===== config.mk =====
export PLATFORM = sky130hd
export DESIGN_NAME = rst_cause_reg
export DESIGN_NICKNAME = d
export VERILOG_FILES = /design/src/rtl/rst_cause_pkg.sv /design/src/rtl/rst_cause_arb.sv /design/src/rtl/rst_cause_next.sv /design/src/rtl/rst_cause_bus.sv /design/src/rtl/rst_cause_reg.sv
export SDC_FILE = /design/constraint.sdc
export NUM_CORES = 1
export LEC_CHECK = 0
export BUFFER_PORTS_ARGS = -buffer_cell sky130_fd_sc_hd__buf_2
export CORE_AREA = 3 3 40 42
export DETAILED_ROUTE_END_ITERATION = 8
export DIE_AREA = 0 0 43 45
export MAX_ROUTING_LAYER = met4
export PLACE_DENSITY_LB_ADDON = 0.3
export SLEW_MARGIN = 20
export SYNTH_ARGS = -nofsm -noshare
export SYNTH_HDL_FRONTEND = slang
export SYNTH_SLANG_ARGS = --single-unit

===== constraint.sdc =====
create_clock -name clk -period 1.1 [get_ports clk]
set_input_delay 0.055 -clock clk [delete_from_list [all_inputs] [get_ports clk]]
set_output_delay 0.055 -clock clk [all_outputs]
set_load 0.02 [all_outputs]

===== src/rtl/rst_cause_pkg.sv =====
package rst_cause_pkg;

  localparam int NUM_EV = 7;

  // Bit positions that firmware decodes
  localparam int TMO_BIT = 1;
  localparam int PDN_BIT = 0;
  localparam int PON_BIT = 1;
  localparam int BOR_BIT = 0;

  // Event codes; code value minus one equals strobe index (priority order)
  typedef enum logic [2:0] {
    EV_NONE      = 3'd0,
    EV_PON       = 3'd1,
    EV_BROWN     = 3'd2,
    EV_WDT_SLEEP = 3'd3,
    EV_WDT_RUN   = 3'd4,
    EV_EXT_SLEEP = 3'd5,
    EV_EXT_RUN   = 3'd6,
    EV_SLEEP     = 3'd7
  } rc_event_e;

  typedef struct packed {
    logic tmo;
    logic pdn;
    logic pon;
    logic bor;
  } rc_flags_t;

endpackage


===== src/rtl/rst_cause_arb.sv =====
module rst_cause_arb
  import rst_cause_pkg::*;
(
  input  logic [NUM_EV-1:0] strobe,
  input  logic              bod_en,
  output rc_event_e         ev,
  output logic              ev_any
);

  logic [NUM_EV-1:0] eff;

  // Mask the brown-out strobe when the detector is disabled
  for (genvar g = 0; g < NUM_EV; g++) begin : g_mask
    if (g == int'(EV_BROWN) - 1) begin : g_brown
      assign eff[g] = strobe[g] & bod_en;
    end else begin : g_plain
      assign eff[g] = strobe[g];
    end
  end

  // Index 0 has highest priority; scan low priority first so high overrides
  always_comb begin
    ev = EV_NONE;
    for (int i = NUM_EV - 1; i >= 0; i--) begin
      if (eff[i]) ev = rc_event_e'(3'(i + 1));
    end
  end

  assign ev_any = (ev != EV_NONE);

endmodule


===== src/rtl/rst_cause_next.sv =====
module rst_cause_next
  import rst_cause_pkg::*;
#(
  parameter logic BOR_PON_VAL = 1'b1
) (
  input  rc_flags_t  cur,
  input  rc_event_e  ev,
  input  logic       sw_wr,
  input  logic       sw_pon,
  input  logic       sw_bor,
  output rc_flags_t  nxt
);

  always_comb begin
    nxt = cur;
    unique case (ev)
      EV_PON: begin
        nxt.pon = 1'b0;
        nxt.bor = BOR_PON_VAL;
        nxt.tmo = 1'b1;
        nxt.pdn = 1'b1;
      end
      EV_BROWN: begin
        nxt.bor = 1'b0;
        nxt.tmo = 1'b1;
        nxt.pdn = 1'b1;
      end
      EV_WDT_SLEEP: begin
        nxt.tmo = 1'b0;
        nxt.pdn = 1'b0;
      end
      EV_WDT_RUN: begin
        nxt.tmo = 1'b0;
      end
      EV_EXT_SLEEP, EV_SLEEP: begin
        nxt.tmo = 1'b1;
        nxt.pdn = 1'b0;
      end
      EV_EXT_RUN: begin
        nxt = cur;
      end
      EV_NONE: begin
        if (sw_wr) begin
          nxt.pon = sw_pon;
          nxt.bor = sw_bor;
        end
      end
      default: nxt = cur;
    endcase
  end

endmodule


===== src/rtl/rst_cause_bus.sv =====
module rst_cause_bus
  import rst_cause_pkg::*;
#(
  parameter int                ADDR_W     = 4,
  parameter int                DATA_W     = 8,
  parameter logic [ADDR_W-1:0] ADDR_FLAGS = '0,
  parameter logic [ADDR_W-1:0] ADDR_PCTL  = 1
) (
  input  logic              clk,
  input  logic              rst,
  input  logic [ADDR_W-1:0] addr,
  input  logic              wr_en,
  input  logic [DATA_W-1:0] wdata,
  input  rc_flags_t         flags,
  output logic              sw_wr,
  output logic              sw_pon,
  output logic              sw_bor,
  output logic [DATA_W-1:0] rdata
);

  logic [DATA_W-1:0] rd_next;

  assign sw_wr  = wr_en && (addr == ADDR_PCTL);
  assign sw_pon = wdata[PON_BIT];
  assign sw_bor = wdata[BOR_BIT];

  always_comb begin
    rd_next = '0;
    if (addr == ADDR_FLAGS) begin
      rd_next[TMO_BIT] = flags.tmo;
      rd_next[PDN_BIT] = flags.pdn;
    end else if (addr == ADDR_PCTL) begin
      rd_next[PON_BIT] = flags.pon;
      rd_next[BOR_BIT] = flags.bor;
    end
  end

  always_ff @(posedge clk) begin
    if (rst) rdata <= '0;
    else     rdata <= rd_next;
  end

  // unimplemented bits of the power-control word read zero
  p_pctl_upper_zero_r10: assert property (@(posedge clk) disable iff (rst)
    (addr == ADDR_PCTL) |=> (rdata[DATA_W-1:2] == '0));

  // unmapped addresses read zero
  p_unmapped_zero_r10: assert property (@(posedge clk) disable iff (rst)
    (addr != ADDR_PCTL && addr != ADDR_FLAGS) |=> (rdata == '0));

endmodule


===== src/rtl/rst_cause_reg.sv =====
module rst_cause_reg
  import rst_cause_pkg::*;
#(
  parameter int                ADDR_W      = 4,
  parameter int                DATA_W      = 8,
  parameter int                BOD_W       = 2,
  parameter logic [ADDR_W-1:0] ADDR_FLAGS  = '0,
  parameter logic [ADDR_W-1:0] ADDR_PCTL   = 1,
  parameter logic              BOR_PON_VAL = 1'b1
) (
  input  logic              clk,
  input  logic              rst,
  input  logic              ev_pon,
  input  logic              ev_brown,
  input  logic              ev_wdt_sleep,
  input  logic              ev_wdt_run,
  input  logic              ev_ext_sleep,
  input  logic              ev_ext_run,
  input  logic              ev_sleep,
  input  logic [BOD_W-1:0]  bod_mode,
  input  logic [ADDR_W-1:0] addr,
  input  logic              wr_en,
  input  logic [DATA_W-1:0] wdata,
  output logic [DATA_W-1:0] rdata
);

  localparam rc_flags_t FLAGS_INIT = '{tmo: 1'b1, pdn: 1'b1, pon: 1'b0, bor: BOR_PON_VAL};

  logic [NUM_EV-1:0] strobe;
  logic              bod_en;
  rc_event_e         ev;
  logic              ev_any;
  logic              sw_wr, sw_pon, sw_bor;
  rc_flags_t         flags_q, flags_d;

  // Strobe index equals priority rank (0 highest)
  assign strobe = {ev_sleep, ev_ext_run, ev_ext_sleep, ev_wdt_run,
                   ev_wdt_sleep, ev_brown, ev_pon};
  assign bod_en = |bod_mode;

  rst_cause_arb u_arb (
    .strobe (strobe),
    .bod_en (bod_en),
    .ev     (ev),
    .ev_any (ev_any)
  );

  rst_cause_bus #(
    .ADDR_W     (ADDR_W),
    .DATA_W     (DATA_W),
    .ADDR_FLAGS (ADDR_FLAGS),
    .ADDR_PCTL  (ADDR_PCTL)
  ) u_bus (
    .clk    (clk),
    .rst    (rst),
    .addr   (addr),
    .wr_en  (wr_en),
    .wdata  (wdata),
    .flags  (flags_q),
    .sw_wr  (sw_wr),
    .sw_pon (sw_pon),
    .sw_bor (sw_bor),
    .rdata  (rdata)
  );

  rst_cause_next #(
    .BOR_PON_VAL (BOR_PON_VAL)
  ) u_next (
    .cur    (flags_q),
    .ev     (ev),
    .sw_wr  (sw_wr && !ev_any),
    .sw_pon (sw_pon),
    .sw_bor (sw_bor),
    .nxt    (flags_d)
  );

  always_ff @(posedge clk) begin
    if (rst) flags_q <= FLAGS_INIT;
    else     flags_q <= flags_d;
  end

  // power-on strobe loads power-up values
  p_pon_load_r2: assert property (@(posedge clk) disable iff (rst)
    ev_pon |=> (flags_q.pon == 1'b0 && flags_q.bor == BOR_PON_VAL &&
                flags_q.tmo && flags_q.pdn));

  // enabled brown-out clears its flag, keeps power-on flag
  p_brown_r3: assert property (@(posedge clk) disable iff (rst)
    (ev_brown && bod_en && !ev_pon) |=>
      (!flags_q.bor && flags_q.tmo && flags_q.pdn && $stable(flags_q.pon)));

  // disabled brown-out alone changes nothing
  p_brown_off_r4: assert property (@(posedge clk) disable iff (rst)
    (strobe == 7'b0000010 && !bod_en && !wr_en) |=> $stable(flags_q));

  // running watchdog alone clears only the timeout flag
  p_wdt_run_r5: assert property (@(posedge clk) disable iff (rst)
    (strobe == 7'b0001000 && !wr_en) |=>
      (!flags_q.tmo && $stable(flags_q.pdn) && $stable(flags_q.pon) &&
       $stable(flags_q.bor)));

  // sleep entry alone
  p_sleep_r8: assert property (@(posedge clk) disable iff (rst)
    (strobe == 7'b1000000) |=> (flags_q.tmo && !flags_q.pdn));

  // write colliding with an idle-rule reset is dropped
  p_wr_blocked_r11: assert property (@(posedge clk) disable iff (rst)
    (strobe == 7'b0100000 && wr_en) |=> $stable(flags_q));

endmodule


==> results of run 1 <==
layer usage:
| metal | global-route usage (%) | share of wire [%] | vias to the layer above |
|---|---|---|---|
| met2 | 13.5 | 48 | 16 |
| met5 | - | 0 | - |
| met1 | 8.74 | 39 | 154 |
| met4 | 3.61 | 0 | 0 |
| li1 | - | - | 178 |
| met3 | 7.57 | 13 | 0 |
layout make-up:
type	instances	area, um2	share of cell area, %
well taps	15	18.8	3.91
flip-flops and latches	6	120	25.0
inverters	3	11.3	2.34
repair buffers	20	105	21.9
multi-input cells	30	203	42.2
clock buffers	3	22.5	4.69
what timing repair did:
item | in CTS | in global routing
hold buffers | 1 | 0
resized for setup | 0 | 1
endpoints found under the hold margin | 2 | 0
setup endpoints to repair | 0 | 2
tightest hold or removal path, cell delays in order:
cell	delay [ns]
buf_2	0.10
nand2_1	0.04
mux2i_1	0.05
cell usage in the layout, fill, tap and decap left out, drive strengths merged:
cell type	netlist	final
nor2	1	1
conb	1	6
o211ai	1	1
dlygate4sd3	0	1
mux2i	3	3
nand2	3	3
nor3b	1	1
clkbuf	0	3
or3	1	1
o21a	1	1
o21ai	1	1
nand3	1	1
nand2b	1	1
nand4	1	1
dfxtp	6	6
nor4	1	1
inv	3	3
and3b	1	1
a21oi	1	1
nor3	3	3
buf	6	19
a311o	1	1
o311ai	2	2
registers in the layout, indices dropped and copies added (netlist names):
register and cells:
u_bus.rdata 2, flags_q 4
power groups by stage:
stage               combinational, mW  clock, mW  sequential (mW)
detailed placement              0.100          0            0.232
global placement               0.0999          0            0.232
global route                    0.115      0.226            0.228
floorplan                      0.0661          0            0.233
finish                          0.104      0.201            0.228
CTS                             0.103      0.216            0.228
cell families after synthesis:
| family | Yosys count | share of synthesized area, % |
|---|---|---|
| mux | 3 | 8.39 |
| other cells | 1 | 1.05 |
| compound gates | 7 | 15.7 |
| flops | 6 | 33.6 |
| buf+inv | 9 | 15.7 |
| simple gates | 14 | 25.5 |
worst min-delay path by stage:
stage	slack [ns]	endpoint	cells past startpoint
after global routing	0.08	flags_q[1]	3
after CTS	0.05	flags_q[1]	3
after floorplan	0.13	u_bus.rdata[0]	1
after detailed placement	0.25	u_bus.rdata[1]	2
after global placement	0.26	u_bus.rdata[0]	2
final	0.06	flags_q[1]	3
==> impl_metrics.csv, run 1 <==
group,metric,value,unit
logic_synthesis,synth_area_leaders,"dfxtp_1, buf_4, mux2i_1",
critical_path,cp.depth,4,
critical_path,biggest_cell_delay_along_the_critical_path,0.53,ns
critical_path,crit_path_max_fanout,5,
timing,timing.hold.ws,0.0573,ns
clock_network,htree_levels,1,
status,outcome,"finished clean",
drt,wl_per_cell,9.97,um
layout,n_fill_cell,142,
drt,via_count,348,
timing,fmax,1.06,GHz
logic_synthesis,ys.flop_type,"dfxtp_1",
critical_path,cp-endpoint,"flags_q[3]",
timing,setup_violations,0,
min_path,hp-class,"input port to flop",
drt,drt-pass1-iter-count,4,
grt,grt_antenna_before_repair,0,
logic_synthesis,most_area_hungry_cell_type_in_the_yosys_netlist,"dfxtp_1",
timing,rsz0062_at_grt,"no",
timing,final_max_slew_viol_count,0,
die,initial_utilization,27.8,%
logic_synthesis,per_instance_average_area_after_synthesis,8.95,um2
clock_network,clock_tree.buffer_depth,2,
placed_design,placement.setup.worst_slack,0.157,ns
power_and_ir_drop,power_consumption,0.532,mW
critical_path,timing.reg2reg.setup_slack,0.33,ns
die,die_width,43,um
critical_path,start_kind,"input port",
grt,grt_pass1_vias,294,
clock_network,clkLatencyLatePin,0.24,ns
logic_synthesis,sequential_share_of_the_synthesized_area,33.6,%
critical_path,cp-startpoint,"rst",
logic_synthesis,synth-warning-count,0,
clock_network,cts_inserted_buffers,3,
power_and_ir_drop,leakage,0.244,nW
critical_path,crit_path_end_kind,"flop",
critical_path,crit_path_cell_trace,"dlygate4sd3_1 > buf_2 > nor2_2 > o311ai_1",
timing,final-hold-violation-count,0,
layout,layout.core_utilization,37.4,%
critical_path,r2r_depth,3,
layout,area_growth,34.3,%
clock_network,cts_setup_buffers,0,
die,die_area,1940,um2
die,die_height,45,um
grt,global_route_wire_length_before_repair,1.19,mm
critical_path,crit_required,1.21,ns
timing,timing.final.ws_setup,0.159,ns
power_and_ir_drop,netSwitchingPower,0.139,mW
power_and_ir_drop,p_int,0.393,mW
placed_design,place.port_buffers,19,
placed_design,gp_congestion,0.671,
clock_network,root_buffer,"clkbuf_4",
logic_synthesis,synthArstFlopShare,0,%
clock_network,tritoncts,"done",
die,fp-row-count,13,
power_and_ir_drop,sequentialPowerShare,42.8,%
drt,detailedRoute.firstIterationViolations,7,
layout,final_design_area_no_fill,480,um2
drt,sum_of_routed_wire_length_over_all_layers,768,um
placed_design,numPlacedInstances,73,
power_and_ir_drop,power.clock.fraction,37.7,%
critical_path,worst_r2r_endpoint,"flags_q[0]",
critical_path,cpMaxStageDelayCell,"dlygate4sd3_1",
layout,diodes,0,
die,fp.coreArea,1280,um2
min_path,worstHoldStart,"wdata[1]",
power_and_ir_drop,combinationalPowerShare,19.5,%
critical_path,worst_path_dominant_cell_family,"buffers and inverters",
logic_synthesis,ys_ff_latch,6,
power_and_ir_drop,power-per-cell-area,1110,nW/um2
clock_network,clock_sinks,6,
critical_path,data_arrival_time_of_the_critical_path,1.05,ns
layout,final_nets,88,
drt,drtAntennaViolNets,0,
drt,detail_route.drc_violations,0,
logic_synthesis,syn-cell-area,358,um2
layout,final_layout_size_suffix_gt1_share,40.3,%
power_and_ir_drop,ir_worst_vdd,0.000350,V
critical_path,critical_path.reg2reg.startpoint,"flags_q[0]",
placed_design,detailed_place.area,445,um2
grt,grt_use_total,9.11,%
die,pin_count,32,
timing,worst_clock_skew,0.00431,ns
timing,final_min_period_over_clock_period,85.5,%
clock_network,clkTransAtPathRegs,0.04,ns
timing,final_setup_tns,0,ns
logic_synthesis,edff_count_synth,0,
power_and_ir_drop,p_sw_share,26.2,%
logic_synthesis,synth.top_cells.by_count,"buf_4, dfxtp_1",
logic_synthesis,distinct_cells_synth,21,
flow_run,timing.max_cap.violations,0,
layout,final_cell_count_no_fill,77,
logic_synthesis,synthesis.instances,40,
timing,timing.final.crit_period,0.941,ns
grt,global_route.overflow_total,0,
logic_synthesis,post-synth-top-area-fraction,33.6,%
critical_path,total_buffers_and_inverters_traversed_by_the_critical_path,2,
grt,grt_max_degree,6,
drt,vias_per_cell,4.52,
critical_path,crit_path_category,"input port to flop",
Note: power is estimated with default switching activity, not from simulation.
==> run 2, diff against run 1 <==
Settings changed: RECOVER_POWER set to 100.
==> impl_metrics.csv, run 2 (synthesized netlist as in run 1, its figures left out) <==
group,metric,value,unit
layout,seqCellArea,120,um2
layout,most_frequent_cells_in_the_layout,"buf_2, conb_1, dfxtp_1",
power_and_ir_drop,sequentialPowerShare,43.0,%
clock_network,cts_setup_buffers,0,
layout,largest_registers,"flags_q (4), u_bus.rdata (2)",
drt,detail_route.drc_violations,0,
placed_design,placement.setup.worst_slack,0.157,ns
die,pin_count,32,
critical_path,biggest_cell_delay_along_the_critical_path,0.53,ns
power_and_ir_drop,p_sw_share,26.1,%
timing,final_min_period_over_clock_period,87.9,%
timing,rsz0062_at_grt,"no",
layout,multi_input_comb_area,203,um2
grt,global_route_wire_length_before_repair,1.19,mm
timing,setup_violations,0,
min_path,hp-class,"input port to flop",
grt,grt_max_degree,6,
critical_path,start_kind,"input port",
layout,area_growth,33.2,%
clock_network,tritoncts,"done",
power_and_ir_drop,p_int,0.391,mW
power_and_ir_drop,netSwitchingPower,0.138,mW
grt,grt_pass1_vias,294,
placed_design,place.port_buffers,19,
timing,final_max_slew_viol_count,0,
die,die_height,45,um
die,fp-row-count,13,
timing,final_setup_tns,0,ns
layout,layout.cells.most_common,"buf_2",
drt,drt-pass1-iter-count,4,
status,outcome,"finished clean",
clock_network,clkTransAtPathRegs,0.04,ns
clock_network,clock_sinks,6,
power_and_ir_drop,combinationalPowerShare,19.2,%
critical_path,cp-startpoint,"rst",
clock_network,clkLatencyLatePin,0.24,ns
critical_path,cp-endpoint,"flags_q[3]",
grt,grt_use_total,9.11,%
power_and_ir_drop,power.clock.fraction,37.8,%
critical_path,timing.reg2reg.setup_slack,0.33,ns
clock_network,cts_inserted_buffers,3,
grt,global_route.overflow_total,0,
critical_path,cpMaxStageDelayCell,"dlygate4sd3_1",
timing,timing.final.crit_period,0.967,ns
drt,sum_of_routed_wire_length_over_all_layers,767,um
critical_path,total_buffers_and_inverters_traversed_by_the_critical_path,2,
power_and_ir_drop,power-per-cell-area,1110,nW/um2
critical_path,crit_path_category,"input port to flop",
critical_path,worst_r2r_endpoint,"flags_q[0]",
placed_design,gp_congestion,0.671,
drt,wl_per_cell,9.96,um
power_and_ir_drop,leakage,0.231,nW
timing,final-hold-violation-count,0,
layout,register_with_the_most_flip_flops,"flags_q",
timing,fmax,1.03,GHz
drt,via_count,349,
critical_path,r2r_depth,3,
die,die_area,1940,um2
die,initial_utilization,27.8,%
layout,final_layout_size_suffix_gt1_share,35.5,%
die,fp.coreArea,1280,um2
clock_network,clock_tree.buffer_depth,2,
power_and_ir_drop,ir_worst_vdd,0.000350,V
layout,final_nets,88,
flow_run,timing.max_cap.violations,0,
critical_path,data_arrival_time_of_the_critical_path,1.06,ns
drt,detailedRoute.firstIterationViolations,7,
critical_path,crit_path_max_fanout,5,
timing,timing.final.ws_setup,0.133,ns
grt,grt_antenna_before_repair,0,
critical_path,crit_required,1.20,ns
layout,diodes,0,
timing,worst_clock_skew,0.00431,ns
critical_path,worst_path_dominant_cell_family,"buffers and inverters",
critical_path,cp.depth,4,
drt,drtAntennaViolNets,0,
clock_network,root_buffer,"clkbuf_4",
drt,vias_per_cell,4.53,
die,die_width,43,um
clock_network,htree_levels,1,
min_path,worstHoldStart,"wdata[1]",
critical_path,critical_path.reg2reg.startpoint,"flags_q[0]",
layout,max_reg_flops,4,
critical_path,crit_path_end_kind,"flop",
critical_path,crit_path_cell_trace,"dlygate4sd3_1 > clkbuf_1 > nor2_2 > o311ai_0",
layout,n_fill_cell,143,
[run 2: layout make-up]
cell class | instances | share of cell area [%]
sequential | 6 | 25.2
tap | 15 | 3.94
timing repair buffer | 20 | 21.3
inverter | 3 | 2.36
multi-input combinational | 30 | 42.5
clock buffer | 3 | 4.72
[run 2: power groups by stage]
stage / clock (mW) / combinational (mW) / sequential (mW)
after floorplan: 0 / 0.0661 / 0.233
after global placement: 0 / 0.0999 / 0.232
after detailed placement: 0 / 0.100 / 0.232
after CTS: 0.216 / 0.103 / 0.228
after global routing: 0.226 / 0.113 / 0.228
final: 0.201 / 0.101 / 0.228
[run 2: repair_timing]
| item | in CTS | in global routing |
|---|---|---|
| hold buffers | 1 | 0 |
| endpoints found under the setup margin | 0 | 2 |
| gates resized for setup | 0 | 1 |
| endpoints found under the hold margin | 2 | 0 |
[run 2: through the flow]
stage | power [mW] | cell area (um2) | cells | hold WS (ns) | utilization, %
floorplan | 0.299 | 377 | 45 | 0.134 | -
global placement | 0.332 | 445 | 73 | 0.257 | 34.7
detailed placement | 0.332 | 445 | 73 | 0.255 | 34.7
CTS | 0.547 | 478 | 77 | 0.0491 | 37.2
global route | 0.567 | 477 | 77 | 0.0772 | 37.1
finish | 0.530 | 477 | 77 | 0.0573 | 37.1
[run 2: worst min-delay path by stage]
stage / endpoint / cells past startpoint
after floorplan: u_bus.rdata[0] / 1
after global placement: u_bus.rdata[0] / 2
after detailed placement: u_bus.rdata[1] / 2
after CTS: flags_q[1] / 3
after global routing: flags_q[0] / 3
final: flags_q[1] / 3
[run 2: routing by layer]
| layer | up-vias | track usage, % | share of wire (%) | wire, um |
|---|---|---|---|---|
| met1 | 155 | 8.74 | 38 | 292 |
| met5 | - | - | 0 | 0 |
| li1 | 178 | - | - | - |
| met2 | 16 | 13.5 | 48 | 371 |
| met3 | 0 | 7.57 | 13 | 103 |
| met4 | 0 | 3.61 | 0 | 0 |
[run 2: worst min-delay path: stages]
cell and delay, ns:
buf_2 0.10, nand2_1 0.04, mux2i_1 0.05
==> run 3, diff against run 2 <==
Settings changed: ABC_AREA set to 0, CELL_PAD_IN_SITES_DETAIL_PLACEMENT set to 0, CELL_PAD_IN_SITES_GLOBAL_PLACEMENT set to 1, CORE_AREA 3 3 40 42 to unset, CORE_MARGIN set to 3, CORE_UTILIZATION set to 23, DIE_AREA 0 0 43 45 to unset.
==> impl_metrics.csv, run 3 (synthesized netlist as in run 1, its figures left out) <==
group,metric,value,unit
drt,sum_of_routed_wire_length_over_all_layers,801,um
drt,drt-pass1-iter-count,4,
critical_path,crit_path_max_fanout,5,
grt,grt_pass1_vias,246,
flow_run,timing.max_cap.violations,0,
power_and_ir_drop,power-per-cell-area,1120,nW/um2
critical_path,biggest_cell_delay_along_the_critical_path,0.53,ns
critical_path,crit_required,1.20,ns
die,fp.coreArea,1380,um2
layout,layout.cells.most_common,"buf_2",
grt,grt_antenna_before_repair,0,
clock_network,htree_levels,1,
clock_network,root_buffer,"clkbuf_4",
drt,wl_per_cell,10.4,um
die,die_height,45.4,um
critical_path,crit_path_end_kind,"flop",
layout,register_with_the_most_flip_flops,"flags_q",
critical_path,crit_path_cell_trace,"dlygate4sd3_1 > clkbuf_1 > nor2_2 > o311ai_0",
clock_network,clock_tree.buffer_depth,2,
die,fp-row-count,13,
clock_network,clock_sinks,6,
placed_design,placement.setup.worst_slack,0.152,ns
placed_design,gp_congestion,0.680,
die,initial_utilization,25.9,%
timing,timing.final.ws_setup,0.119,ns
die,die_width,45.4,um
min_path,hp-class,"input port to flop",
power_and_ir_drop,ir_worst_vdd,0.000532,V
placed_design,final_hpwl_from_detailed_placement,658,um
timing,final-hold-violation-count,0,
power_and_ir_drop,leakage,0.232,nW
die,pin_count,32,
timing,final_max_slew_viol_count,0,
layout,final_layout_size_suffix_gt1_share,35.5,%
timing,final_min_period_over_clock_period,89.2,%
placed_design,place.port_buffers,19,
timing,fmax,1.02,GHz
timing,setup_violations,0,
status,outcome,"finished clean",
timing,final_setup_tns,0,ns
drt,detail_route.drc_violations,0,
die,die_area,2070,um2
drt,via_count,332,
layout,max_reg_flops,4,
grt,grt_use_total,7.66,%
clock_network,clkTransAtPathRegs,0.04,ns
layout,n_fill_cell,145,
drt,drtAntennaViolNets,0,
critical_path,total_buffers_and_inverters_traversed_by_the_critical_path,2,
grt,global_route_wire_length_before_repair,1.02,mm
drt,detailedRoute.firstIterationViolations,5,
grt,global_route.overflow_total,0,
layout,largest_registers,"flags_q (4), u_bus.rdata (2)",
layout,final_nets,88,
timing,timing.final.crit_period,0.981,ns
critical_path,data_arrival_time_of_the_critical_path,1.08,ns
critical_path,start_kind,"input port",
grt,grt_max_degree,6,
clock_network,cts_inserted_buffers,3,
timing,worst_clock_skew,0.00839,ns
layout,area_growth,33.2,%
drt,vias_per_cell,4.31,
timing,rsz0062_at_grt,"no",
layout,most_frequent_cells_in_the_layout,"buf_2, conb_1, dfxtp_1",
critical_path,cpMaxStageDelayCell,"dlygate4sd3_1",
layout,diodes,0,
critical_path,worst_path_dominant_cell_family,"buffers and inverters",
clock_network,clkLatencyLatePin,0.25,ns
critical_path,crit_path_category,"input port to flop",
clock_network,tritoncts,"done",
-- run 3: cell types whose count changed in the layout (fill, tap and decap cells not counted) --
cell / before / now
o311ai_0: 2 / 1
o311ai_1: 0 / 1
-- run 3: through the flow --
stage	hold slack [ns]	instances	area [um2]	power [mW]	utilization [%]
finish	0.0563	77	477	0.533	34.5
floorplan	0.134	45	377	0.299	-
detailed placement	0.257	73	445	0.333	32.2
global route	0.0570	77	477	0.564	34.5
CTS	0.0498	77	478	0.547	34.6
global placement	0.259	73	445	0.333	32.2
-- run 3: worst reg2reg max path, cell delays in order, from the launching register on --
cell,delay (ns)
dfxtp_1,0.33
inv_1,0.04
a311o_1,0.26
o211ai_1,0.09
-- run 3: path summary, 6_finish.rpt --
| path | slack [ns] | to | depth (start not counted) | startpoint |
|---|---|---|---|---|
| worst max-delay path | 0.12 | flags_q[3] | 4 | rst |
| worst min-delay path | 0.06 | flags_q[1] | 3 | wdata[1] |
| worst max register to register | 0.32 | flags_q[0] | 3 | flags_q[0] |
| worst min register to register | 0.45 | flags_q[1] | 2 | flags_q[1] |
-- run 3: area by class of cell --
class | count | area [um2] | area share, %
inverter | 3 | 11.3 | 2.36
tap | 15 | 18.8 | 3.94
multi-input combinational | 30 | 203 | 42.5
sequential | 6 | 120 | 25.2
timing repair buffer | 20 | 101 | 21.3
clock buffer | 3 | 22.5 | 4.72
-- run 3: layer usage --
metal | vias to the layer above | GRT usage [%] | wire [um]
met5 | - | - | 0
met4 | 0 | 1.75 | 0
met3 | 0 | 6.32 | 132
met2 | 22 | 10.3 | 325
met1 | 129 | 8.61 | 343
li1 | 181 | - | -
-- run 3: report_power, final --
part | total (mW) | internal [mW] | switching (mW)
registers | 0.228 | 0.225 | 0.00302
clock network | 0.201 | 0.123 | 0.0778
logic | 0.104 | 0.0434 | 0.0602
total | 0.533 | 0.392 | 0.141
-- run 3: timing repair --
action / 4_1_cts / 5_1_grt
buffers inserted: 0 / 0
gates resized for setup: 0 / 1
endpoints found under the hold margin: 2 / 0
hold buffers: 1 / 0
endpoints found under the setup margin: 0 / 4
